### src/rtl/span_pkg.sv
// Package: shared mode encoding for the period / pulse-width capture timer.
// Assumes: the mode values are fixed by the block's port contract.
package span_pkg;
    typedef enum logic [1:0] {
        MODE_PER_RISE = 2'd0,
        MODE_PER_FALL = 2'd1,
        MODE_WID_HIGH = 2'd2,
        MODE_WID_LOW  = 2'd3
    } span_mode_e;
endpackage

### src/rtl/span_sync.sv
// Module: span_sync
// Synchronizes an asynchronous input through STAGES flops and reports the
// synchronized level together with one-cycle rise and fall indications.
// Assumes: the input may change at any time; STAGES is at least 2.
module span_sync #(
    parameter int STAGES = 2
) (
    input  logic clk,
    input  logic rst_n,
    input  logic sig_in,
    output logic lvl,
    output logic rise,
    output logic fall
);
    localparam int PIPE_W = STAGES + 1;

    logic [PIPE_W-1:0] pipe_q;

    // Shift the raw input through the synchronizer plus one history flop.
    always_ff @(posedge clk) begin
        if (!rst_n) pipe_q <= '0;
        else        pipe_q <= {pipe_q[PIPE_W-2:0], sig_in};
    end

    // Derive level and edges from the last synchronized stage and its history.
    always_comb begin
        lvl  = pipe_q[STAGES-1];
        rise =  pipe_q[STAGES-1] & ~pipe_q[STAGES];
        fall = ~pipe_q[STAGES-1] &  pipe_q[STAGES];
    end

    // an edge is always reported against the previous synchronized level
    edge_hist_chk: assert property (@(posedge clk) disable iff (!rst_n)
        rise |=> !rise);
endmodule

### src/rtl/span_counter.sv
// Module: span_counter
// Gated tick counter with edge-selected start/end, capture register and
// one-cycle end-of-measurement and overflow events.
// Assumes: rise/fall/lvl come from a synchronizer in this clock domain.
module span_counter
    import span_pkg::*;
#(
    parameter int CNT_W = 8
) (
    input  logic             clk,
    input  logic             rst_n,
    input  logic             enable,
    input  logic [1:0]       mode,
    input  logic             tick,
    input  logic             lvl,
    input  logic             rise,
    input  logic             fall,
    output logic [CNT_W-1:0] cap,
    output logic             eom_evt,
    output logic             ovf_evt
);
    localparam logic [CNT_W-1:0] CNT_MAX = {CNT_W{1'b1}};

    span_mode_e       mode_q;
    logic [CNT_W-1:0] count_q;
    logic             armed_q;
    logic             start_edge;
    logic             end_edge;
    logic             gate;
    logic             active;
    logic             step;

    // Select start edge, end edge and count gate for the current mode.
    always_comb begin
        case (span_mode_e'(mode))
            MODE_PER_RISE: begin start_edge = rise; end_edge = rise; gate = 1'b1; end
            MODE_PER_FALL: begin start_edge = fall; end_edge = fall; gate = 1'b1; end
            MODE_WID_HIGH: begin start_edge = rise; end_edge = fall; gate = lvl;  end
            default:       begin start_edge = fall; end_edge = rise; gate = ~lvl; end
        endcase
    end

    // Decide whether this cycle captures, counts or wraps.
    always_comb begin
        active  = enable && (span_mode_e'(mode) == mode_q);
        eom_evt = active && armed_q && end_edge;
        step    = active && armed_q && gate && tick && !start_edge && !end_edge;
        ovf_evt = step && (count_q == CNT_MAX);
    end

    // Remember the mode so a change can disarm the measurement.
    always_ff @(posedge clk) begin
        if (!rst_n) mode_q <= MODE_PER_RISE;
        else        mode_q <= span_mode_e'(mode);
    end

    // Run the counter and arming state; capture before restarting.
    always_ff @(posedge clk) begin
        if (!rst_n) begin
            count_q <= '0;
            armed_q <= 1'b0;
            cap     <= '0;
        end else if (!active) begin
            count_q <= '0;
            armed_q <= 1'b0;
        end else begin
            if (eom_evt)                     cap     <= count_q;
            if (start_edge)                  armed_q <= 1'b1;
            if (start_edge || end_edge)      count_q <= '0;
            else if (step)                   count_q <= count_q + 1'b1;
        end
    end


    cap_hold_chk: assert property (@(posedge clk) disable iff (!rst_n)
        !eom_evt |=> $stable(cap));

    restart_after_cap_chk: assert property (@(posedge clk) disable iff (!rst_n)
        eom_evt |=> (count_q == '0));

    wrap_to_zero_chk: assert property (@(posedge clk) disable iff (!rst_n)
        ovf_evt |=> (count_q == '0));

    disabled_idle_chk: assert property (@(posedge clk) disable iff (!rst_n)
        !enable |-> !eom_evt && !ovf_evt);
endmodule

### src/rtl/span_flags.sv
// Module: span_flags
// Sticky end-of-measurement and overflow flags with clear strobes and a
// masked, combined interrupt output.
// Assumes: set and clear inputs are one-cycle pulses; set has priority.
module span_flags (
    input  logic clk,
    input  logic rst_n,
    input  logic eom_set,
    input  logic ovf_set,
    input  logic eom_clr,
    input  logic ovf_clr,
    input  logic eom_ie,
    input  logic ovf_ie,
    output logic eom_flag,
    output logic ovf_flag,
    output logic irq
);
    // Hold the end-of-measurement flag until cleared; a new event wins.
    always_ff @(posedge clk) begin
        if (!rst_n)       eom_flag <= 1'b0;
        else if (eom_set) eom_flag <= 1'b1;
        else if (eom_clr) eom_flag <= 1'b0;
    end

    // Hold the overflow flag until cleared; a new wrap wins.
    always_ff @(posedge clk) begin
        if (!rst_n)       ovf_flag <= 1'b0;
        else if (ovf_set) ovf_flag <= 1'b1;
        else if (ovf_clr) ovf_flag <= 1'b0;
    end

    // Combine each flag with its enable into one request.
    always_comb irq = (eom_flag && eom_ie) || (ovf_flag && ovf_ie);


    eom_set_wins_chk: assert property (@(posedge clk) disable iff (!rst_n)
        eom_set |=> eom_flag);

    eom_clear_chk: assert property (@(posedge clk) disable iff (!rst_n)
        (eom_clr && !eom_set) |=> !eom_flag);

    ovf_clear_chk: assert property (@(posedge clk) disable iff (!rst_n)
        (ovf_clr && !ovf_set) |=> !ovf_flag);

    irq_needs_flag_chk: assert property (@(posedge clk) disable iff (!rst_n)
        irq |-> (eom_flag || ovf_flag));
endmodule

### src/rtl/span_capture.sv
// Module: span_capture (top)
// Period and pulse-width capture timer: synchronizes one input, measures the
// selected span in gated ticks, captures it and raises sticky flags.
// Assumes: tick is already a single-cycle enable in the clk domain.
module span_capture #(
    parameter int CNT_W       = 8,
    parameter int SYNC_STAGES = 2
) (
    input  logic             clk,
    input  logic             rst_n,
    input  logic             enable,
    input  logic [1:0]       mode,
    input  logic             tick,
    input  logic             sig_in,
    input  logic             eom_ie,
    input  logic             ovf_ie,
    input  logic             eom_clr,
    input  logic             ovf_clr,
    output logic [CNT_W-1:0] cap_value,
    output logic             eom_flag,
    output logic             ovf_flag,
    output logic             irq
);
    logic lvl;
    logic rise;
    logic fall;
    logic eom_evt;
    logic ovf_evt;

    span_sync #(.STAGES(SYNC_STAGES)) u_sync (
        .clk    (clk),
        .rst_n  (rst_n),
        .sig_in (sig_in),
        .lvl    (lvl),
        .rise   (rise),
        .fall   (fall)
    );

    span_counter #(.CNT_W(CNT_W)) u_cnt (
        .clk     (clk),
        .rst_n   (rst_n),
        .enable  (enable),
        .mode    (mode),
        .tick    (tick),
        .lvl     (lvl),
        .rise    (rise),
        .fall    (fall),
        .cap     (cap_value),
        .eom_evt (eom_evt),
        .ovf_evt (ovf_evt)
    );

    span_flags u_flags (
        .clk      (clk),
        .rst_n    (rst_n),
        .eom_set  (eom_evt),
        .ovf_set  (ovf_evt),
        .eom_clr  (eom_clr),
        .ovf_clr  (ovf_clr),
        .eom_ie   (eom_ie),
        .ovf_ie   (ovf_ie),
        .eom_flag (eom_flag),
        .ovf_flag (ovf_flag),
        .irq      (irq)
    );
endmodule

### config.mk
export PLATFORM = sky130hd
export DESIGN_NAME = span_capture
export DESIGN_NICKNAME = d
export VERILOG_FILES = /design/src/rtl/span_pkg.sv /design/src/rtl/span_sync.sv /design/src/rtl/span_counter.sv /design/src/rtl/span_flags.sv /design/src/rtl/span_capture.sv
export SDC_FILE = /design/constraint.sdc
export NUM_CORES = 1
export LEC_CHECK = 0
export BUFFER_PORTS_ARGS = -buffer_cell sky130_fd_sc_hd__buf_4
export CAP_MARGIN = 0
export CORE_UTILIZATION = 50
export DETAILED_ROUTE_END_ITERATION = 10
export GPL_TIMING_DRIVEN = 0
export PLACE_DENSITY = 0.8
export RECOVER_POWER = 25
export SLEW_MARGIN = 25
export SYNTH_ARGS = -nofsm -noshare
export SYNTH_HDL_FRONTEND = slang
export SYNTH_SLANG_ARGS = --single-unit
### constraint.sdc
create_clock -name clk -period 4.6 [get_ports clk]
set_clock_uncertainty 0.2 [all_clocks]
set_input_delay 0 -clock clk [delete_from_list [all_inputs] [get_ports clk]]
set_output_delay 0 -clock clk [all_outputs]
set_load 0.01 [all_outputs]
==> reports/results.ini <==
[synth]
synthArstFlopShare = 0
synthSimpleGateAreaFrac = 0.283
synth.area.mux_share = 0.0961
yosys-top-cells-area = dfxtp_1 (41%), mux2i_1 (8.6%), ha_1 (5.4%)
synth-edff-count = 0
synthFlopType = dfxtp_1
synth_top_family_by_area = simple AND/OR/NAND/NOR gates
yosysTopAreaCellShare = 0.415
ys_types = 33
synth_compound_area_frac = 0.0464
synth_common_cells = dfxtp_1 (24), nor2_1 (12), mux2i_1 (10), nor2b_1 (8), xnor2_1 (6)
ys_warn_count = 0
syn_area_per_cell_um2 = 10.1
synthAdderAreaFrac = 0.0540
syn-num-nets = 131
yosysMostFrequentCell = dfxtp_1
synth_seq_cells = 24
synth_area_mm2 = 0.00116
ys_seq_area_frac = 0.415
yosys.area_share.xor_xnor = 0.0734
synth_area_leader_cell = dfxtp_1
synthCells = 115

[finish]
areaGrowthSynthToFinish_pct = 27.2
num_antenna_cells = 0
drive_gt1_frac = 0.173
nets = 167

[timing]
post-route-worst-setup-slack_ns = 2.37
worst_pin_slew_ns = 0.361
final_hold_viol_count = 0
fin_setup_tns_ns = 0
period_share = 0.484
clock.fmax_ghz = 0.449
min_period_ns = 2.23
rsz0062_at_grt = false
slew_headroom = 0.759
finalSetupViolations = 0
slew_viol_final = 0

[routing]
avgViaCountPerCell = 5.00
first_pass_iters = 4
dr_total_vias = 890
post_drt_wl_per_cell_um = 11.9
wl_um = 2130
drc = 0
drt_iter0_markers = 5
antenna_left = 0

[worst_setup_path]
path_class = input pin to register
crit_path_end_kind = register
cp.required_ns = 4.63
cp_max_fo = 7
start_kind = input pin
cp.arrival_ns = 2.26

[pwr]
p_leak_nw = 0.630
p_per_area_mw_per_mm2 = 274
peakVddDrop_mv = 0.212

[cts]
clock_latency_ns = 0.32
clock_path_buffers = 2
cts.sinks = 24
cts_buffers = 3
cts-root-buf = clkbuf_4
clk_pin_slew_ns = 0.13
htreeDepth = 1
cts_resized = 0
cts_tree = yes

[die]
std_cell_rows = 17
coreArea_mm2 = 0.00219
die_y_um = 50.1
num_io_pins = 22
die_w_um = 50.1
die_area_mm2 = 0.00251
start_util = 0.529

[global_routing]
grt.overflow.total = 0
antenna_found_initial = 0
gr-usage-met3 = 0.0273
grt_pass1_vias = 904
met2_usage = 0.342
grt_pass1_wl_um = 3750
met1_usage = 0.227
grt_usage = 0.193
grt_max_degree = 15
grt.busiest_layer = met2

[place]
io_buffer_count = 21
place_hpwl_um = 1520
gp_congestion = 0.798
preCtsSetupSlack_ns = 2.81

[flow_run]
maxCapViolations = 0

[run_status]
status = finished clean

[hold_path]
hp-class = input pin to primary output

## logic make-up after synthesis
family                   after synthesis
AO/OA/AOI/OAI                          7
XOR/XNOR                               8
flip-flops                            24
adder cells (fa/ha/maj)                5
buffers and inverters                  7
multiplexers                          11
AND/OR/NAND/NOR                       53
## metrics by stage
stage | area, um^2 | utilization | total power, mW | cells | hold WS (ns)
floorplan | 1160 | - | 0.235 | 115 | -0.0783
detailed placement | 1350 | 0.617 | 0.248 | 164 | 0.0123
global placement | 1350 | 0.617 | 0.247 | 164 | 0.00768
global route | 1470 | 0.673 | 0.419 | 178 | 0.115
finish | 1470 | 0.673 | 0.403 | 178 | 0.0992
CTS | 1500 | 0.686 | 0.406 | 178 | 0.106
## placed cells by master (no fill, tap or decap), types with 2 or more instances in the layout
cell type / count
clkbuf_4: 3
dlygate4sd3_1: 10
nand2b_1: 4
nor2b_1: 8
clkbuf_1: 9
mux2i_1: 10
dfxtp_1: 24
nor2_1: 12
xnor2_2: 2
nand3_1: 4
nand2_1: 5
xnor2_1: 6
buf_4: 14
inv_1: 4
and2_1: 5
nand4_1: 2
ha_1: 5
and3_1: 2
nor3_1: 4
## critical path: stages
cell	delay, ns
dlygate4sd3_1	0.53
buf_4	0.14
inv_1	0.06
ha_1	0.24
a2111o_1	0.41
nand3_4	0.15
nor4_4	0.07
nand2_1	0.07
nand2_1	0.04
dlygate4sd3_1	0.54
## cell type report
type	instances	area (um^2)
Clock buffer	3	22.5
Buffer	3	22.5
Fill cell	176	717
Multi-Input combinational cell	84	641
Inverter	4	15.0
Timing Repair Buffer	31	228
Sequential cell	24	480
Clock inverter	1	30.0
Tap cell	28	35.0
## report_power, final
part           leakage (nW)  switching [mW]  internal, mW  total, mW
logic                 0.408          0.0165        0.0210     0.0375
registers             0.194         0.00140         0.210      0.211
clock network        0.0279          0.0663        0.0882      0.155
## what timing repair did
item | CTS | global route
setup buffers | 0 | 0
hold endpoints to repair | 18 | 0
hold buffers | 10 | 0
## state kept, by name, indices dropped and copies added (netlist names)
signal            cells
u_cnt.armed_q         1
u_cnt.cap             8
u_cnt.count_q         8
u_cnt.mode_q          2
u_flags.eom_flag      1
u_flags.ovf_flag      1
u_sync.pipe_q         3
## final timing paths
check                   start               end  slack, ns  cells past startpoint
min reg2reg  u_sync.pipe_q[0]  u_sync.pipe_q[1]       0.25                      1
min                    ovf_ie               irq        0.1                      3
max reg2reg   u_cnt.mode_q[1]  u_flags.eom_flag       2.51                      6
max                   mode[0]  u_flags.ovf_flag       2.37                     10
## metal layers
metal,vias up,part of all wire
met5,-,0
met4,0,0.016
met3,3,0.035
met2,20,0.49
met1,409,0.46
li1,458,-
(Power assumes the default switching activity.)
